--- src/rtl/ssc_pkg.sv ---
// Shared types of the switching surface controller.
package ssc_pkg;
    // Operating mode of the controller
    typedef enum logic {
        MODE_SURF  = 1'b0,
        MODE_CLAMP = 1'b1
    } ssc_mode_e;
endpackage

--- src/rtl/ssc_surface.sv ---
// Linear switching surface: surf = err + floor(slope*ic / 2^FRAC_W).
// Assumes ERR_W <= SLOPE_W + IC_W so the sum width covers the error.
module ssc_surface #(
    parameter int ERR_W   = 10,
    parameter int IC_W    = 12,
    parameter int SLOPE_W = 12,
    parameter int FRAC_W  = 8,
    localparam int PROD_W = SLOPE_W + IC_W,
    localparam int SUM_W  = PROD_W + 1
) (
    input  logic signed [ERR_W-1:0]   err,
    input  logic signed [IC_W-1:0]    ic,
    input  logic signed [SLOPE_W-1:0] slope,
    output logic signed [SUM_W-1:0]   surf
);
    logic signed [PROD_W-1:0] slope_x;
    logic signed [PROD_W-1:0] ic_x;
    logic signed [PROD_W-1:0] prod;
    logic signed [PROD_W-1:0] scaled;

    // Scale the current term to error LSBs and add the error
    always_comb begin
        slope_x = {{(PROD_W-SLOPE_W){slope[SLOPE_W-1]}}, slope};
        ic_x    = {{(PROD_W-IC_W){ic[IC_W-1]}}, ic};
        prod    = slope_x * ic_x;
        scaled  = prod >>> FRAC_W;
        surf    = {{(SUM_W-ERR_W){err[ERR_W-1]}}, err}
                + {scaled[PROD_W-1], scaled};
    end
endmodule

--- src/rtl/ssc_limit_band.sv ---
// Current-limit comparators: ceiling reached, and current at or below
// the lower hysteresis threshold. The hysteresis is treated as unsigned.
module ssc_limit_band #(
    parameter int IC_W = 12,
    localparam int CW  = IC_W + 2
) (
    input  logic signed [IC_W-1:0] ic,
    input  logic signed [IC_W-1:0] ic_max,
    input  logic        [IC_W-1:0] ic_hyst,
    output logic                   at_limit,
    output logic                   below_band
);
    logic signed [CW-1:0] ic_w;
    logic signed [CW-1:0] max_w;
    logic signed [CW-1:0] low_w;

    // Widen operands and compare against both thresholds
    always_comb begin
        ic_w       = {{2{ic[IC_W-1]}}, ic};
        max_w      = {{2{ic_max[IC_W-1]}}, ic_max};
        low_w      = max_w - $signed({2'b00, ic_hyst});
        at_limit   = ic_w >= max_w;
        below_band = ic_w <= low_w;
    end
endmodule

--- src/rtl/ssc_curlim_ctrl.sv ---
// Switching surface controller with inductor-current limiting.
// Assumes synchronous active-low reset and one decision per sample clock;
// c1_out is registered, so decisions appear one clock after their inputs.
module ssc_curlim_ctrl #(
    parameter int ERR_W   = 10,
    parameter int IC_W    = 12,
    parameter int SLOPE_W = 12,
    parameter int FRAC_W  = 8,
    localparam int SUM_W  = SLOPE_W + IC_W + 1
) (
    input  logic                      clk,
    input  logic                      rst_n,
    input  logic                      enable,
    input  logic                      pwm_in,
    input  logic                      limit_en,
    input  logic signed [ERR_W-1:0]   err,
    input  logic signed [IC_W-1:0]    ic_est,
    input  logic signed [SLOPE_W-1:0] slope,
    input  logic signed [SLOPE_W-1:0] sat_slope,
    input  logic signed [IC_W-1:0]    ic_max,
    input  logic        [IC_W-1:0]    ic_hyst,
    output logic                      c1_out
);
    import ssc_pkg::*;

    logic signed [SUM_W-1:0] s_main;
    logic signed [SUM_W-1:0] s_sat;
    logic                    at_limit;
    logic                    below_band;
    ssc_mode_e               mode_q, mode_d;
    logic                    c1_d;

    ssc_surface #(.ERR_W(ERR_W), .IC_W(IC_W), .SLOPE_W(SLOPE_W), .FRAC_W(FRAC_W))
        u_main (.err(err), .ic(ic_est), .slope(slope), .surf(s_main));

    ssc_surface #(.ERR_W(ERR_W), .IC_W(IC_W), .SLOPE_W(SLOPE_W), .FRAC_W(FRAC_W))
        u_sat (.err(err), .ic(ic_est), .slope(sat_slope), .surf(s_sat));

    ssc_limit_band #(.IC_W(IC_W))
        u_band (.ic(ic_est), .ic_max(ic_max), .ic_hyst(ic_hyst),
                .at_limit(at_limit), .below_band(below_band));

    // Next mode and next switch command
    always_comb begin
        mode_d = mode_q;
        c1_d   = c1_out;
        if (!enable) begin
            mode_d = MODE_SURF;
            c1_d   = pwm_in;
        end else if (!limit_en) begin
            mode_d = MODE_SURF;
            c1_d   = s_main < 0;
        end else if (mode_q == MODE_CLAMP) begin
            if (s_sat >= 0) begin
                mode_d = MODE_SURF;
                c1_d   = 1'b0;
            end else if (at_limit) begin
                c1_d   = 1'b0;
            end else if (below_band) begin
                c1_d   = 1'b1;
            end
        end else if (at_limit) begin
            mode_d = MODE_CLAMP;
            c1_d   = 1'b0;
        end else begin
            c1_d   = s_main < 0;
        end
    end

    // Register mode and output once per sample
    always_ff @(posedge clk) begin
        if (!rst_n) begin
            mode_q <= MODE_SURF;
            c1_out <= 1'b0;
        end else begin
            mode_q <= mode_d;
            c1_out <= c1_d;
        end
    end

    AST_DIS_FOLLOW: assert property (@(posedge clk) disable iff (!rst_n)
        !enable |=> (c1_out == $past(pwm_in)));
    AST_DIS_CLEAR: assert property (@(posedge clk) disable iff (!rst_n)
        !enable |=> (mode_q == MODE_SURF));
    AST_LIMIT_OFF: assert property (@(posedge clk) disable iff (!rst_n)
        (enable && limit_en && at_limit) |=> !c1_out);
    AST_SURF_SIGN: assert property (@(posedge clk) disable iff (!rst_n)
        (enable && mode_q == MODE_SURF && !(limit_en && at_limit))
            |=> (c1_out == ($past(s_main) < 0)));
    AST_BAND_HOLD: assert property (@(posedge clk) disable iff (!rst_n)
        (enable && limit_en && mode_q == MODE_CLAMP && s_sat < 0
            && !at_limit && !below_band) |=> $stable(c1_out));
    AST_SAT_EXIT: assert property (@(posedge clk) disable iff (!rst_n)
        (enable && limit_en && mode_q == MODE_CLAMP && s_sat >= 0)
            |=> (!c1_out && mode_q == MODE_SURF));
    AST_NO_LIMIT: assert property (@(posedge clk) disable iff (!rst_n)
        !limit_en |=> (mode_q == MODE_SURF));
endmodule

--- config.mk ---
export PLATFORM = sky130hd
export DESIGN_NAME = ssc_curlim_ctrl
export DESIGN_NICKNAME = d
export VERILOG_FILES = /design/src/rtl/ssc_pkg.sv /design/src/rtl/ssc_surface.sv /design/src/rtl/ssc_limit_band.sv /design/src/rtl/ssc_curlim_ctrl.sv
export SDC_FILE = /design/constraint.sdc
export NUM_CORES = 1
export LEC_CHECK = 0
export BUFFER_PORTS_ARGS = -buffer_cell sky130_fd_sc_hd__buf_4
export CORE_MARGIN = 2
export CORE_UTILIZATION = 45
export DETAILED_ROUTE_END_ITERATION = 6
export GPL_TIMING_DRIVEN = 0
export PLACE_DENSITY_LB_ADDON = 0.05
export SLEW_MARGIN = 25
export SYNTH_ARGS = -nofsm -noshare
export SYNTH_HDL_FRONTEND = slang
export SYNTH_SLANG_ARGS = --single-unit
--- constraint.sdc ---
create_clock -name clk -period 11.4 [get_ports clk]
set_input_delay 1.71 -clock clk [delete_from_list [all_inputs] [get_ports clk]]
set_output_delay 1.71 -clock clk [all_outputs]
set_load 0.1 [all_outputs]
==> results.sh <==
export IMPL_avgSynthCellArea_um2=8.609
export IMPL_wl_met1_mm=13.97
export IMPL_antenna_found_initial=1
export IMPL_ys_async_sr_fraction=0
export IMPL_tightest_slew_ns=0.9291
export IMPL_ys_warnings_count=0
export IMPL_finalClockSkew_ns=0.002363
export IMPL_crit_slowest_cell="a211oi_1"
export IMPL_place_congestion=0.8100
export IMPL_route_met3_wl_um=787
export IMPL_synth_nets=1936
export IMPL_critPathMostFrequentCell="fa_1"
export IMPL_io_pins=76
export IMPL_cts_resized_gates=0
export IMPL_die_h_um=169.0
export IMPL_status="completed"
export IMPL_io_buffers=75
export IMPL_hold_slack_ns=0.6396
export IMPL_min_path_type="flop to flop"
export IMPL_hold_viol_final=0
export IMPL_arrival_ns=10.32
export IMPL_hpwl_mm=25.57
export IMPL_period_minus_slack_ns=10.18
export IMPL_min_period_over_period=0.8932
export IMPL_drtIter0Drc=263
export IMPL_root_buffer="clkbuf_16"
export IMPL_drt_pass1_iterations=4
export IMPL_coreArea_mm2=0.02688
export IMPL_drc_errors=0
export IMPL_syn_inst=1423
export IMPL_antenna_cells=0
export IMPL_setup_worst_path_start_class="input pin"
export IMPL_hold_buffers=0
export IMPL_grt_pass1_wl_mm=49.18
export IMPL_grt_use_total=0.2181
export IMPL_rows=60
export IMPL_cp_max_fo=11
export IMPL_final_max_slew_viol_count=0
export IMPL_fin_tns_setup_ns=0
export IMPL_ys_flop_type="dfxtp_1"
export IMPL_die_area_mm2=0.02856
export IMPL_critPathKind="input pin to flop"
export IMPL_met2_length_mm=14.22
export IMPL_rsz0062_at_grt="false"
export IMPL_layout_common_cells="inv_1, fa_1, nand2_1"
export IMPL_nNetsFinal=2016
export IMPL_max_freq_mhz=98.21
export IMPL_setup_viol=0
export IMPL_final_layout_size_suffix_gt1_frac=0.05796
export IMPL_synth_cell_types=53
export IMPL_seq_area_frac_synth=0.003268
export IMPL_synth_edff_count=0
export IMPL_cts_tree="built"
export IMPL_vias_per_cell=4.946
export IMPL_wl_per_cell_um=15.95
export IMPL_overflow=0
export IMPL_cts_buffers_inserted=3
export IMPL_dr_total_vias=9110
export IMPL_initial_core_util=0.4558
export IMPL_fillCellCount=2710
export IMPL_post_cts_setup_buffer_count=0
export IMPL_htree_levels=1
export IMPL_final_common_cell="inv_1"
export IMPL_final_cell_area_mm2=0.01332
export IMPL_grt_max_degree=15
export IMPL_clock_sinks=2
export IMPL_clk_latency_ns=0.22
export IMPL_ys_ff_latch=2
export IMPL_clockBufferDepth=2
export IMPL_place_area_mm2=0.01324
export IMPL_cpPeakStageDelay_ns=0.81
export IMPL_cp_end_kind="flop"
export IMPL_grt_pass1_vias=9546
export IMPL_fp_dieW_um=169.0
export IMPL_slew_headroom=0.3769
export IMPL_final_antenna_net_count=0
export IMPL_syn2layout_area_growth_pct=8.692
export IMPL_maxCapViolations=0
export IMPL_required_ns=11.54
export IMPL_syn_area_mm2=0.01225
export IMPL_top_layer="met4"
export IMPL_routed_wl_mm=29.37
export IMPL_clk_pin_slew_ns=0.03
-- final timing paths --
check / start / to / slack [ns] / depth (start not counted)
max: ic_est[11] / c1_out$_SDFFE_PN0P_ / 1.22 / 29
min: mode_q$_SDFF_PN0_ / mode_q$_SDFF_PN0_ / 0.64 / 2
max reg2reg: c1_out$_SDFFE_PN0P_ / c1_out$_SDFFE_PN0P_ / 10.08 / 5
min reg2reg: mode_q$_SDFF_PN0_ / mode_q$_SDFF_PN0_ / 0.64 / 2
-- Yosys cell counts (all sizes together) (3+ instances only) --
master / number / area share
inv: 359 / 0.11
nor2b: 9 / 0.0046
o21ai: 24 / 0.010
nand3: 11 / 0.0045
a211oi: 11 / 0.0080
and2: 83 / 0.042
fa: 273 / 0.45
nand2b: 10 / 0.0051
ha: 165 / 0.17
o22ai: 3 / 0.0015
xnor2: 44 / 0.031
clkbuf: 47 / 0.014
a31oi: 3 / 0.0020
and3: 7 / 0.0036
nand4: 6 / 0.0031
nand2: 202 / 0.062
nor4: 5 / 0.0026
or3: 7 / 0.0036
o31ai: 3 / 0.0022
xor2: 14 / 0.010
a21o: 9 / 0.0055
a21oi: 33 / 0.013
nor2: 47 / 0.014
o21bai: 4 / 0.0025
nor3: 16 / 0.0065
-- cell type report --
type,instances,area (um^2),share of cell area
multi-input combinational,1014,10680,0.8023
clock buffer,3,75.07,0.005638
sequential,2,40.04,0.003007
timing repair buffer,75,563.0,0.04229
inverter,360,1351,0.1015
buffer,47,176.4,0.01325
tap,341,426.7,0.03204
-- metrics by stage --
stage               setup slack [ns]  utilization  cells
global route                  0.5158       0.4954   1842
finish                         1.217       0.4954   1842
global placement              0.7884       0.4926   1839
CTS                           0.9671       0.4954   1842
detailed placement            0.7950       0.4926   1839
floorplan                      3.190            -   1423
-- cells by family (layout without fill, tap and decap cells) --
family	count (synthesis)	after routing	synth area share
AO/OA/AOI/OAI	109	109	0.05965
AND/OR/NAND/NOR	408	408	0.1554
XOR/XNOR	58	58	0.04147
buffers and inverters	407	485	0.1247
flip-flops	2	2	0.003268
adder cells (fa/ha/maj)	438	438	0.6146
multiplexers	1	1	0.0008171
-- critical path: cells and delay by family --
family / cells / cell delay, ns
compound gates: 12 / 3.38
mux: 1 / 0.15
simple gates: 3 / 0.46
xor+xnor: 1 / 0.14
fa+ha+maj: 7 / 3.20
buf+inv: 5 / 1.23
-- routing by layer --
metal	track usage	vias to the layer above
li1	-	4432
met1	0.3217	4522
met2	0.3721	138
met3	0.005144	18
met4	0.02787	0
met5	0	-
-- flip-flops by register name, indices dropped and copies added, names as in the netlist --
name    cells
c1_out      1
mode_q      1
Power is left out: the tool's default activity adds up to more than one toggle a clock period on the data nets, which glitch-free logic cannot reach.
